File: src/rtl/dly_sched_pkg.sv
package dly_sched_pkg;
   typedef enum logic [1:0] {
      SRC_NONE = 2'd0,
      SRC_IMM  = 2'd1,
      SRC_DLY  = 2'd2
   } out_src_e;
endpackage

File: src/rtl/dly_time_ptr.sv
module dly_time_ptr #(
   parameter int SLOTS = 16,
   localparam int PTR_W = $clog2(SLOTS)
) (
   input  logic             clk,
   input  logic             rst_n,
   input  logic             tick_i,
   input  logic             busy_i,
   output logic [PTR_W-1:0] now_o,
   output logic [PTR_W-1:0] base_o,
   output logic             tick_acc_o
);
   logic [PTR_W-1:0] now_q;

   assign tick_acc_o = tick_i & ~busy_i;
   assign base_o     = now_q + PTR_W'(tick_acc_o);
   assign now_o      = now_q;

   always_ff @(posedge clk or negedge rst_n) begin
      if (!rst_n) now_q <= '0;
      else        now_q <= base_o;
   end
endmodule

File: src/rtl/dly_slot_store.sv
module dly_slot_store #(
   parameter int SLOTS = 16,
   parameter int DEPTH = 8,
   parameter int ENT_W = 12,
   localparam int PTR_W = $clog2(SLOTS),
   localparam int IDX_W = $clog2(DEPTH),
   localparam int CNT_W = $clog2(DEPTH + 1)
) (
   input  logic             clk,
   input  logic             rst_n,
   input  logic             wr_valid_i,
   input  logic [PTR_W-1:0] wr_delay_i,
   input  logic [ENT_W-1:0] wr_data_i,
   input  logic [PTR_W-1:0] base_i,
   input  logic [PTR_W-1:0] rd_slot_i,
   input  logic [IDX_W-1:0] rd_idx_i,
   input  logic             clr_i,
   output logic [ENT_W-1:0] rd_data_o,
   output logic [CNT_W-1:0] rd_cnt_o,
   output logic             reject_o
);
   logic [SLOTS-1:0][CNT_W-1:0] occ_a;
   logic [ENT_W-1:0]            mem_q [SLOTS][DEPTH];
   logic [PTR_W-1:0]            tgt;
   logic                        req, full, wr_ok;

   assign tgt      = base_i + wr_delay_i;
   assign req      = wr_valid_i && (wr_delay_i != '0);
   assign full     = (occ_a[tgt] == CNT_W'(DEPTH));
   assign wr_ok    = req && !full;
   assign reject_o = req && full;

   for (genvar s = 0; s < SLOTS; s++) begin : g_slot
      logic [CNT_W-1:0] occ_q;
      always_ff @(posedge clk or negedge rst_n) begin
         if (!rst_n)                                    occ_q <= '0;
         else if (clr_i && (rd_slot_i == PTR_W'(s)))    occ_q <= '0;
         else if (wr_ok && (tgt == PTR_W'(s)))          occ_q <= occ_q + 1'b1;
      end
      assign occ_a[s] = occ_q;
   end

   always_ff @(posedge clk) begin
      if (wr_ok) mem_q[tgt][occ_a[tgt][IDX_W-1:0]] <= wr_data_i;
   end

   assign rd_data_o = mem_q[rd_slot_i][rd_idx_i];
   assign rd_cnt_o  = occ_a[rd_slot_i];
endmodule

File: src/rtl/dly_out_stage.sv
module dly_out_stage
   import dly_sched_pkg::*;
#(
   parameter int ROW_W    = 4,
   parameter int COL_W    = 4,
   parameter int COND_W   = 4,
   parameter bit HAS_COND = 1'b1,
   localparam int ADDR_W  = ROW_W + COL_W,
   localparam int ENT_W   = ADDR_W + COND_W
) (
   input  logic              clk,
   input  logic              rst_n,
   input  logic              imm_valid_i,
   input  logic [ADDR_W-1:0] imm_addr_i,
   input  logic [COND_W-1:0] imm_cond_i,
   input  logic              dly_valid_i,
   input  logic [ENT_W-1:0]  dly_data_i,
   output logic              dly_adv_o,
   output logic              act_o,
   output logic [ROW_W-1:0]  act_row_o,
   output logic [COL_W-1:0]  act_col_o,
   output logic [COND_W-1:0] act_cond_o
);
   out_src_e          src;
   logic [ADDR_W-1:0] sel_addr;
   logic [COND_W-1:0] sel_cond;

   always_comb begin
      src      = SRC_NONE;
      sel_addr = '0;
      sel_cond = '0;
      if (imm_valid_i) begin
         src      = SRC_IMM;
         sel_addr = imm_addr_i;
         sel_cond = imm_cond_i;
      end else if (dly_valid_i) begin
         src      = SRC_DLY;
         sel_addr = dly_data_i[ENT_W-1 -: ADDR_W];
         sel_cond = dly_data_i[COND_W-1:0];
      end
   end

   assign dly_adv_o = (src == SRC_DLY);

   always_ff @(posedge clk or negedge rst_n) begin
      if (!rst_n) begin
         act_o     <= 1'b0;
         act_row_o <= '0;
         act_col_o <= '0;
      end else begin
         act_o     <= (src != SRC_NONE);
         act_row_o <= sel_addr[ADDR_W-1:COL_W];
         act_col_o <= sel_addr[COL_W-1:0];
      end
   end

   if (HAS_COND) begin : g_cond
      always_ff @(posedge clk or negedge rst_n) begin
         if (!rst_n) act_cond_o <= '0;
         else        act_cond_o <= sel_cond;
      end
   end else begin : g_nocond
      assign act_cond_o = '0;
   end
endmodule

File: src/rtl/dly_act_sched.sv
module dly_act_sched #(
   parameter int SLOTS    = 16,
   parameter int DEPTH    = 8,
   parameter int ROW_W    = 4,
   parameter int COL_W    = 4,
   parameter int COND_W   = 4,
   parameter bit HAS_COND = 1'b1,
   localparam int PTR_W   = $clog2(SLOTS),
   localparam int IDX_W   = $clog2(DEPTH),
   localparam int CNT_W   = $clog2(DEPTH + 1),
   localparam int ADDR_W  = ROW_W + COL_W,
   localparam int ENT_W   = ADDR_W + COND_W
) (
   input  logic              clk,
   input  logic              rst_n,
   input  logic              tick_i,
   input  logic              wr_valid_i,
   input  logic [PTR_W-1:0]  wr_delay_i,
   input  logic [ADDR_W-1:0] wr_addr_i,
   input  logic [COND_W-1:0] wr_cond_i,
   input  logic              imm_valid_i,
   input  logic [ADDR_W-1:0] imm_addr_i,
   input  logic [COND_W-1:0] imm_cond_i,
   output logic              act_o,
   output logic [ROW_W-1:0]  act_row_o,
   output logic [COL_W-1:0]  act_col_o,
   output logic [COND_W-1:0] act_cond_o,
   output logic              ovf_o,
   output logic              ovf_sticky_o
);
   if (SLOTS < 2 || (SLOTS & (SLOTS - 1)) != 0) begin : g_bad_slots
      $error("SLOTS must be a power of two of at least 2");
   end
   if (DEPTH < 2) begin : g_bad_depth
      $error("DEPTH must be at least 2");
   end
   if (ROW_W < 1 || COL_W < 1 || COND_W < 1) begin : g_bad_width
      $error("field widths must be at least 1");
   end

   logic             busy_q;
   logic [CNT_W-1:0] idx_q;
   logic [PTR_W-1:0] now, base;
   logic             tick_acc, reject, clr, has_next, adv;
   logic [ENT_W-1:0] rd_data;
   logic [CNT_W-1:0] rd_cnt;

   dly_time_ptr #(.SLOTS(SLOTS)) u_ptr (
      .clk(clk), .rst_n(rst_n), .tick_i(tick_i), .busy_i(busy_q),
      .now_o(now), .base_o(base), .tick_acc_o(tick_acc)
   );

   dly_slot_store #(.SLOTS(SLOTS), .DEPTH(DEPTH), .ENT_W(ENT_W)) u_store (
      .clk(clk), .rst_n(rst_n),
      .wr_valid_i(wr_valid_i), .wr_delay_i(wr_delay_i),
      .wr_data_i({wr_addr_i, wr_cond_i}), .base_i(base),
      .rd_slot_i(now), .rd_idx_i(idx_q[IDX_W-1:0]), .clr_i(clr),
      .rd_data_o(rd_data), .rd_cnt_o(rd_cnt), .reject_o(reject)
   );

   assign has_next = busy_q && (idx_q < rd_cnt);
   assign clr      = busy_q && !has_next;

   dly_out_stage #(.ROW_W(ROW_W), .COL_W(COL_W), .COND_W(COND_W),
                   .HAS_COND(HAS_COND)) u_out (
      .clk(clk), .rst_n(rst_n),
      .imm_valid_i(imm_valid_i), .imm_addr_i(imm_addr_i), .imm_cond_i(imm_cond_i),
      .dly_valid_i(has_next), .dly_data_i(rd_data), .dly_adv_o(adv),
      .act_o(act_o), .act_row_o(act_row_o), .act_col_o(act_col_o),
      .act_cond_o(act_cond_o)
   );

   always_ff @(posedge clk or negedge rst_n) begin
      if (!rst_n) begin
         busy_q <= 1'b0;
         idx_q  <= '0;
      end else if (tick_acc) begin
         busy_q <= 1'b1;
         idx_q  <= '0;
      end else if (clr) begin
         busy_q <= 1'b0;
      end else if (adv) begin
         idx_q  <= idx_q + 1'b1;
      end
   end

   always_ff @(posedge clk or negedge rst_n) begin
      if (!rst_n) begin
         ovf_o        <= 1'b0;
         ovf_sticky_o <= 1'b0;
      end else begin
         ovf_o        <= reject;
         ovf_sticky_o <= ovf_sticky_o | reject;
      end
   end
endmodule

File: config.mk
export PLATFORM = sky130hd
export DESIGN_NAME = dly_act_sched
export DESIGN_NICKNAME = d
export VERILOG_FILES = /design/src/rtl/dly_sched_pkg.sv /design/src/rtl/dly_time_ptr.sv /design/src/rtl/dly_slot_store.sv /design/src/rtl/dly_out_stage.sv /design/src/rtl/dly_act_sched.sv
export SDC_FILE = /design/constraint.sdc
export NUM_CORES = 2
export LEC_CHECK = 0
export BUFFER_PORTS_ARGS = -buffer_cell sky130_fd_sc_hd__buf_4
export CAP_MARGIN = 25
export CORE_UTILIZATION = 61
export CTS_CLUSTER_SIZE = 10
export DETAILED_ROUTE_END_ITERATION = 8
export PLACE_DENSITY = 0.8
export RECOVER_POWER = 100
export SLEW_MARGIN = 40
export SYNTH_ARGS = -nofsm -noshare
export SYNTH_HDL_FRONTEND = slang
export SYNTH_SLANG_ARGS = --single-unit
File: constraint.sdc
create_clock -name clk -period 7.28 [get_ports clk]
set_clock_uncertainty 0.1 [all_clocks]
set_input_delay 1.456 -clock clk [delete_from_list [all_inputs] [get_ports clk]]
set_output_delay 1.456 -clock clk [all_outputs]
set_load 0.05 [all_outputs]
# After elaboration in Yosys (flattened, before gate mapping)

Memory sizes are Yosys's and may differ from the RTL's.
Cells that the tools add are included.

Memories kept: 1
Register bits: 88
Output and inout port bits: 15
Bits of input ports: 33
RAM bits: 1536

Magnitude comparators: 6
Equality and inequality tests: 33
$add $sub $neg: 19
Mux-type cells: 54
Reductions and logical operators: 63
Bitwise operators: 5

Memory list:

| name          | depth | width | read ports | clocked after Yosys merged registers in | write ports | RTL line             | RTL |
|---|---|---|---|---|---|---|---|
| u_store.mem_q | 16    | 96    | 1          | 0                                       | 1           | dly_slot_store.sv:23 | `logic [ENT_W-1:0] mem_q [SLOTS][DEPTH];` |

Operators by type and width:

| cell                                                        | number |
|---|---|
| two-way mux 4 bit                                           | 39 |
| two-way mux 96 bit                                          | 1 |
| adder 4 x 1 -> 4 bit (second input constant)                | 17 |
| equality test 4 bit (second input constant)                 | 17 |
| logical AND 1 bit                                           | 38 |
| nonzero test 2 bit                                          | 19 |
| binary-select mux 12 bit (select 3 bit)                     | 1 |
| demux 12 bit (select 3 bit)                                 | 1 |
| two-way mux 12 bit                                          | 3 |
| binary-select mux 4 bit (select 4 bit)                      | 2 |
| equality test 4 x 3 -> 1 bit (second input constant)        | 8 |
| equality test 4 x 2 -> 1 bit (second input constant)        | 4 |
| two-way mux 8 bit                                           | 2 |
| less-than comparator 4 x 5 -> 1 bit (second input constant) | 2 |
| equality test 4 x 1 -> 1 bit (second input constant)        | 2 |
| >= comparator 4 bit (second input constant)                 | 2 |
| zero test 4 bit                                             | 2 |
| NOT 3 -> 4 bit                                              | 2 |
| adder 4 x 1 -> 4 bit                                        | 1 |
| adder 4 bit                                                 | 1 |
| less-than comparator 4 x 1 -> 1 bit (second input constant) | 1 |
| less-than comparator 4 bit                                  | 1 |
| two-way mux 2 bit                                           | 2 |
| nonzero test 4 bit                                          | 1 |
| 8 further kinds                                             | 11 |

# Depth between registers and ports, before layout

Depth after elaboration: 12
Gate-level depth with buffers: 18
Depth with buffers taken out: 12

# Cells and area by module

From an unflattened synthesis, not the netlist that was laid out.

Cell total of the unflattened synthesis: 2955
Area total of the unflattened synthesis: 64729.6 um^2

By module, submodules not included:

| module         | area each (um^2) | cells each | instances | sequential area each (um^2) |
|---|---|---|---|---|
| dly_slot_store | 63664.8          | 2873       | 1         | 47725.8 |
| dly_out_stage  | 465.4            | 31         | 1         | 325.3 |
| dly_act_sched  | 440.4            | 41         | 1         | 175.2 |
| dly_time_ptr   | 158.9            | 10         | 1         | 100.1 |

# Worst setup path before layout

Ideal clock, no wire load.

Path type: input port to flip-flop
From: input tick_i
To: memory u_store.mem_q[8][48] (netlist bit) (enable)
Cell stages on the path: 14
Setup time: 0.380 ns
Arrival time: 5.140 ns
Buffers on the path: 4
Setup slack: 1.659 ns
Cell sequence: nor2b_1 ha_1 ha_1 inv_1 fa_1 buf_2 buf_2 buf_2 mux4_2 mux4_2 nor2_1 nand2_1 clkbuf_1 nor2_1

Longest elaborated chain between the ends: 11
Elaborated cells between the ends (all ways): 16

RTL lines:

| item                                                                                             | RTL line                                   | RTL |
|---|---|---|
| start: declaration                                                                               | dly_act_sched.sv:16                        | `input logic tick_i,` |
| bitwise AND 1 bit (*)                                                                            | dly_time_ptr.sv:15                         | `assign tick_acc_o = tick_i & ~busy_i;` |
| adder 4 x 1 -> 4 bit (*)                                                                         | dly_time_ptr.sv:16                         | `assign base_o = now_q + PTR_W'(tick_acc_o);` |
| via base[1]                                                                                      | dly_act_sched.sv:43                        | `logic [PTR_W-1:0] now, base;` |
| adder 4 bit (*)                                                                                  | dly_slot_store.sv:27                       | `assign tgt = base_i + wr_delay_i;` |
| binary-select mux 4 bit (select 4 bit)                                                           | dly_slot_store.sv:29, dly_slot_store.sv:44 |  |
| two-way mux 4 bit (implied by the code)                                                          | dly_slot_store.sv:44                       | `if (wr_ok) mem_q[tgt][occ_a[tgt][IDX_W-1:0]] <= wr_data_i;` |
| NOT 3 -> 4 bit (implied by the code)                                                             | dly_slot_store.sv:44                       |  |
| >= comparator 4 bit (implied by the code) or less-than comparator 4 x 1 -> 1 bit (tied branches) | dly_slot_store.sv:44                       |  |
| logical AND 1 bit (implied by the code)                                                          | dly_slot_store.sv:44                       |  |
| two-way mux 12 bit (implied by the code)                                                         | dly_slot_store.sv:44                       |  |
| demux 12 bit (select 3 bit)                                                                      | dly_slot_store.sv:44                       |  |
| two-way mux 96 bit (implied by the code)                                                         | dly_slot_store.sv:44                       |  |
| end: declaration                                                                                 | dly_slot_store.sv:23                       |  |

The timed path passes the listed nets; every way through them passes the cells marked *. The select of a mux whose other input is x is not followed.

# Worst setup path in the final report

From: input wr_addr_i[1]
To: memory u_store.mem_q[3][89] (netlist bit), data pin

RTL lines:

| item               | RTL line            | RTL |
|---|---|---|
| start: declaration | dly_act_sched.sv:19 | `input logic [ADDR_W-1:0] wr_addr_i,` |

No word-level cell before the write port.

==> results.ini <==
[die]
rows=119
die_area_um2=108000
die_w_um=329
initial_utilization_pct=61.8
ios=48
core_area_um2=106000
die_y_um=329

[clock_tree]
cts_buffers=181
cts_resized=0
cts_tree=yes
cts.sinks=1624
clk-insertion-delay-late_ns=0.78
clockRootBuffer=clkbuf_16
post_cts_buffers=0
hold_buffers=0
htreeDepth=4
clockBufferDepth=3
clk_pin_slew_ns=0.05

[grt]
grt_use_met3_pct=10.2
grt_pass1_vias=35505
grt_util_met2_pct=51.2
grt_max_degree=139
grt_pass1_wl_um=255000
antenna_found_initial=16
grt_overflow=0
top_usage_layer=met2
grt_util_met1_pct=44.5
grt_usage_pct=33.8

[placement]
io_buffers=47
dp_hpwl_um=103000
place.gp.congestion=0.948
postPlaceCellArea_um2=68300

[worst_setup_path]
path_depth=2
crit_type=input pin to flop
worstPathCellList=clkbuf_1 > dlygate4sd2_1
required_ns=7.19
worstPathArrival_ns=6.48
worstPathMaxFanout=84
slowest_stage=dlygate4sd2_1
worstSetupStartpointType=input pin
cpLargestDelayFamily=buffers and inverters
end_kind=flop
slowest_delay_ns=3.02
rr_worst_depth=11
crit_buf_inv=2

[hold_path]
hold_path_class=flop to flop
hold_depth=1

[finish]
seqCellArea_um2=48300
fin_util_pct=68.8
area_growth_pct=11.4
fillers=6139
drive_above_1_share_pct=25.1
final_area_um2=72800
layout.nets=3431
multi_input_area_um2=16000

[sta]
period_share_pct=90.2
fin_setup_tns_ns=0
setup_violations=0
worstMarginPinSlew_ns=4.88
min_period_ns=6.57
relSlewSlack_pct=-226
max_freq_ghz=0.152
drv_slew=1530
hold_violations=0
grt_setup_unrepaired=no

[routing]
wire_per_inst_um=37.9
postRouteAntennaNets=0
dr_total_vias=35535
drt-initial-drc-count=5502
vias_per_cell=7.36
drt_wl_total_um=183000
drc_errors=18
firstDrtPassIters=9

[run_status]
outcome=complete, but fails checks
violations=DRC, capacitance limit, slew limit

[synth]
synthCells=3096
syn-num-nets=3155
ys_seq_elements=1624
syn_avg_cell_area_um2=21.1
synth_top_area_cell=edfxtp_1
async_flop_share_pct=5.42
synth_area_um2=65300
ys_types=72
yosysSeqAreaShare_pct=74.0
synth_edf_count=1536
synth_ff_type=edfxtp_1
synth_area_leaders=edfxtp_1, mux4_2, dfrtp_1, mux2i_1, nor2_1
synth_top_cell_area_share_pct=70.6
ys_warn_count=0

[job]
drv_cap=24

[power]
ir_drop_v=0.000317
p_leak_nw=23.1
power_density_nw_per_um2=426

==> kinds of logic (layout without fill, tap and decap cells) <==
| family | after synthesis | in the layout | synth area share [%] |
|---|---|---|---|
| flops | 1624 | 1624 | 74.0 |
| mux | 572 | 572 | 18.2 |
| simple gates | 501 | 501 | 3.72 |
| buf+inv | 195 | 529 | 1.64 |
| compound gates | 170 | 170 | 1.76 |
| fa+ha+maj | 26 | 26 | 0.510 |
| xor+xnor | 8 | 8 | 0.176 |
| other cells | 0 | 4 | 0 |
==> metal layers <==
layer / vias up / wire length (um)
li1: 13429 / -
met1: 18102 / 60200
met2: 3301 / 84700
met3: 679 / 25400
met4: 24 / 12100
met5: - / 160
==> placed cells by master, fill, tap and decap left out, types with 18 or more instances in the layout <==
cell	instances
clkbuf_1	197
ha_1	24
or3_1	18
clkbuf_16	184
mux2i_1	72
mux4_2	490
nand3_1	44
nor2b_1	22
nor3_1	37
buf_4	102
edfxtp_1	1536
o21ai_0	31
dfrtp_1	83
nor2_1	161
nand2b_1	30
nand2_1	101
a21oi_1	38
nand4_1	27
==> path summary, 6_finish.rpt <==
kind                                              end      startpoint  slack, ns
worst max-delay path             u_store.mem_q[3][89]    wr_addr_i[1]       0.71
worst min-delay path                     ovf_sticky_o    ovf_sticky_o       0.39
worst max register to register  u_store.mem_q[11][91]  u_ptr.now_o[1]       0.72
worst min register to register           ovf_sticky_o    ovf_sticky_o       0.39
max in group asynchronous              u_ptr.now_o[3]           rst_n       5.23
min in group asynchronous         u_out.act_cond_o[2]           rst_n       0.62
==> area by class of cell <==
type / instances / area share [%]
timing repair buffer: 280 / 2.27
clock inverter: 16 / 0.332
antenna: 4 / 0.0138
multi-input combinational: 1277 / 22.0
tap: 1391 / 2.39
sequential: 1624 / 66.4
inverter: 8 / 0.0447
clock buffer: 225 / 6.54
==> sequential cells by signal, indices dropped and copies added, names as in the netlist <==
register	flops
u_store.mem_q	1536
u_store.g_slot.occ_q	64
idx_q	4
u_out.act_col_o	4
u_out.act_cond_o	4
u_out.act_row_o	4
u_ptr.now_o	4
busy_q	1
ovf_o	1
ovf_sticky_o	1
u_out.act_o	1
==> through the flow <==
step / setup slack [ns] / power [mW] / instances / hold WS, ns
after floorplan: 1.66 / 18.6 / 3096 / 0.405
after global placement: 0.904 / 22.2 / 4576 / 0.360
after detailed placement: 0.716 / 22.5 / 4577 / 0.404
after CTS: 1.50 / 30.7 / 4818 / 0.388
after global routing: 0.627 / 31.6 / 4822 / 0.437
final: 0.710 / 31.0 / 4825 / 0.391
==> synth_stat cells (all sizes together) (2+ instances only) <==
library cell,number
o211ai,4
a2111oi,3
mux2i,72
mux2,10
nand4b,8
dfrtp,88
or3,18
o21ai,33
or2,6
nor2,175
mux4,490
a32o,2
o41ai,4
o31ai,3
and2,5
inv,8
or4b,9
a221oi,4
o22a,2
a22oi,6
o22ai,10
nor2b,23
nor3,38
a21oi,38
nand4,30
buf,126
o311ai,18
nand3b,3
edfxtp,1536
nand2,101
xnor2,2
xor2,4
ha,25
a31oi,3
clkbuf,61
a211oi,13
a21boi,13
nand3,50
o2111ai,2
a22o,3
nand2b,31
==> power breakdown <==
group / internal [mW] / switching [mW]
Clock: 4.58 / 3.52
Sequential: 11.0 / 0.601
Combinational: 4.25 / 7.00
Total: 19.9 / 11.1
Power figures use the tool's default switching activity.
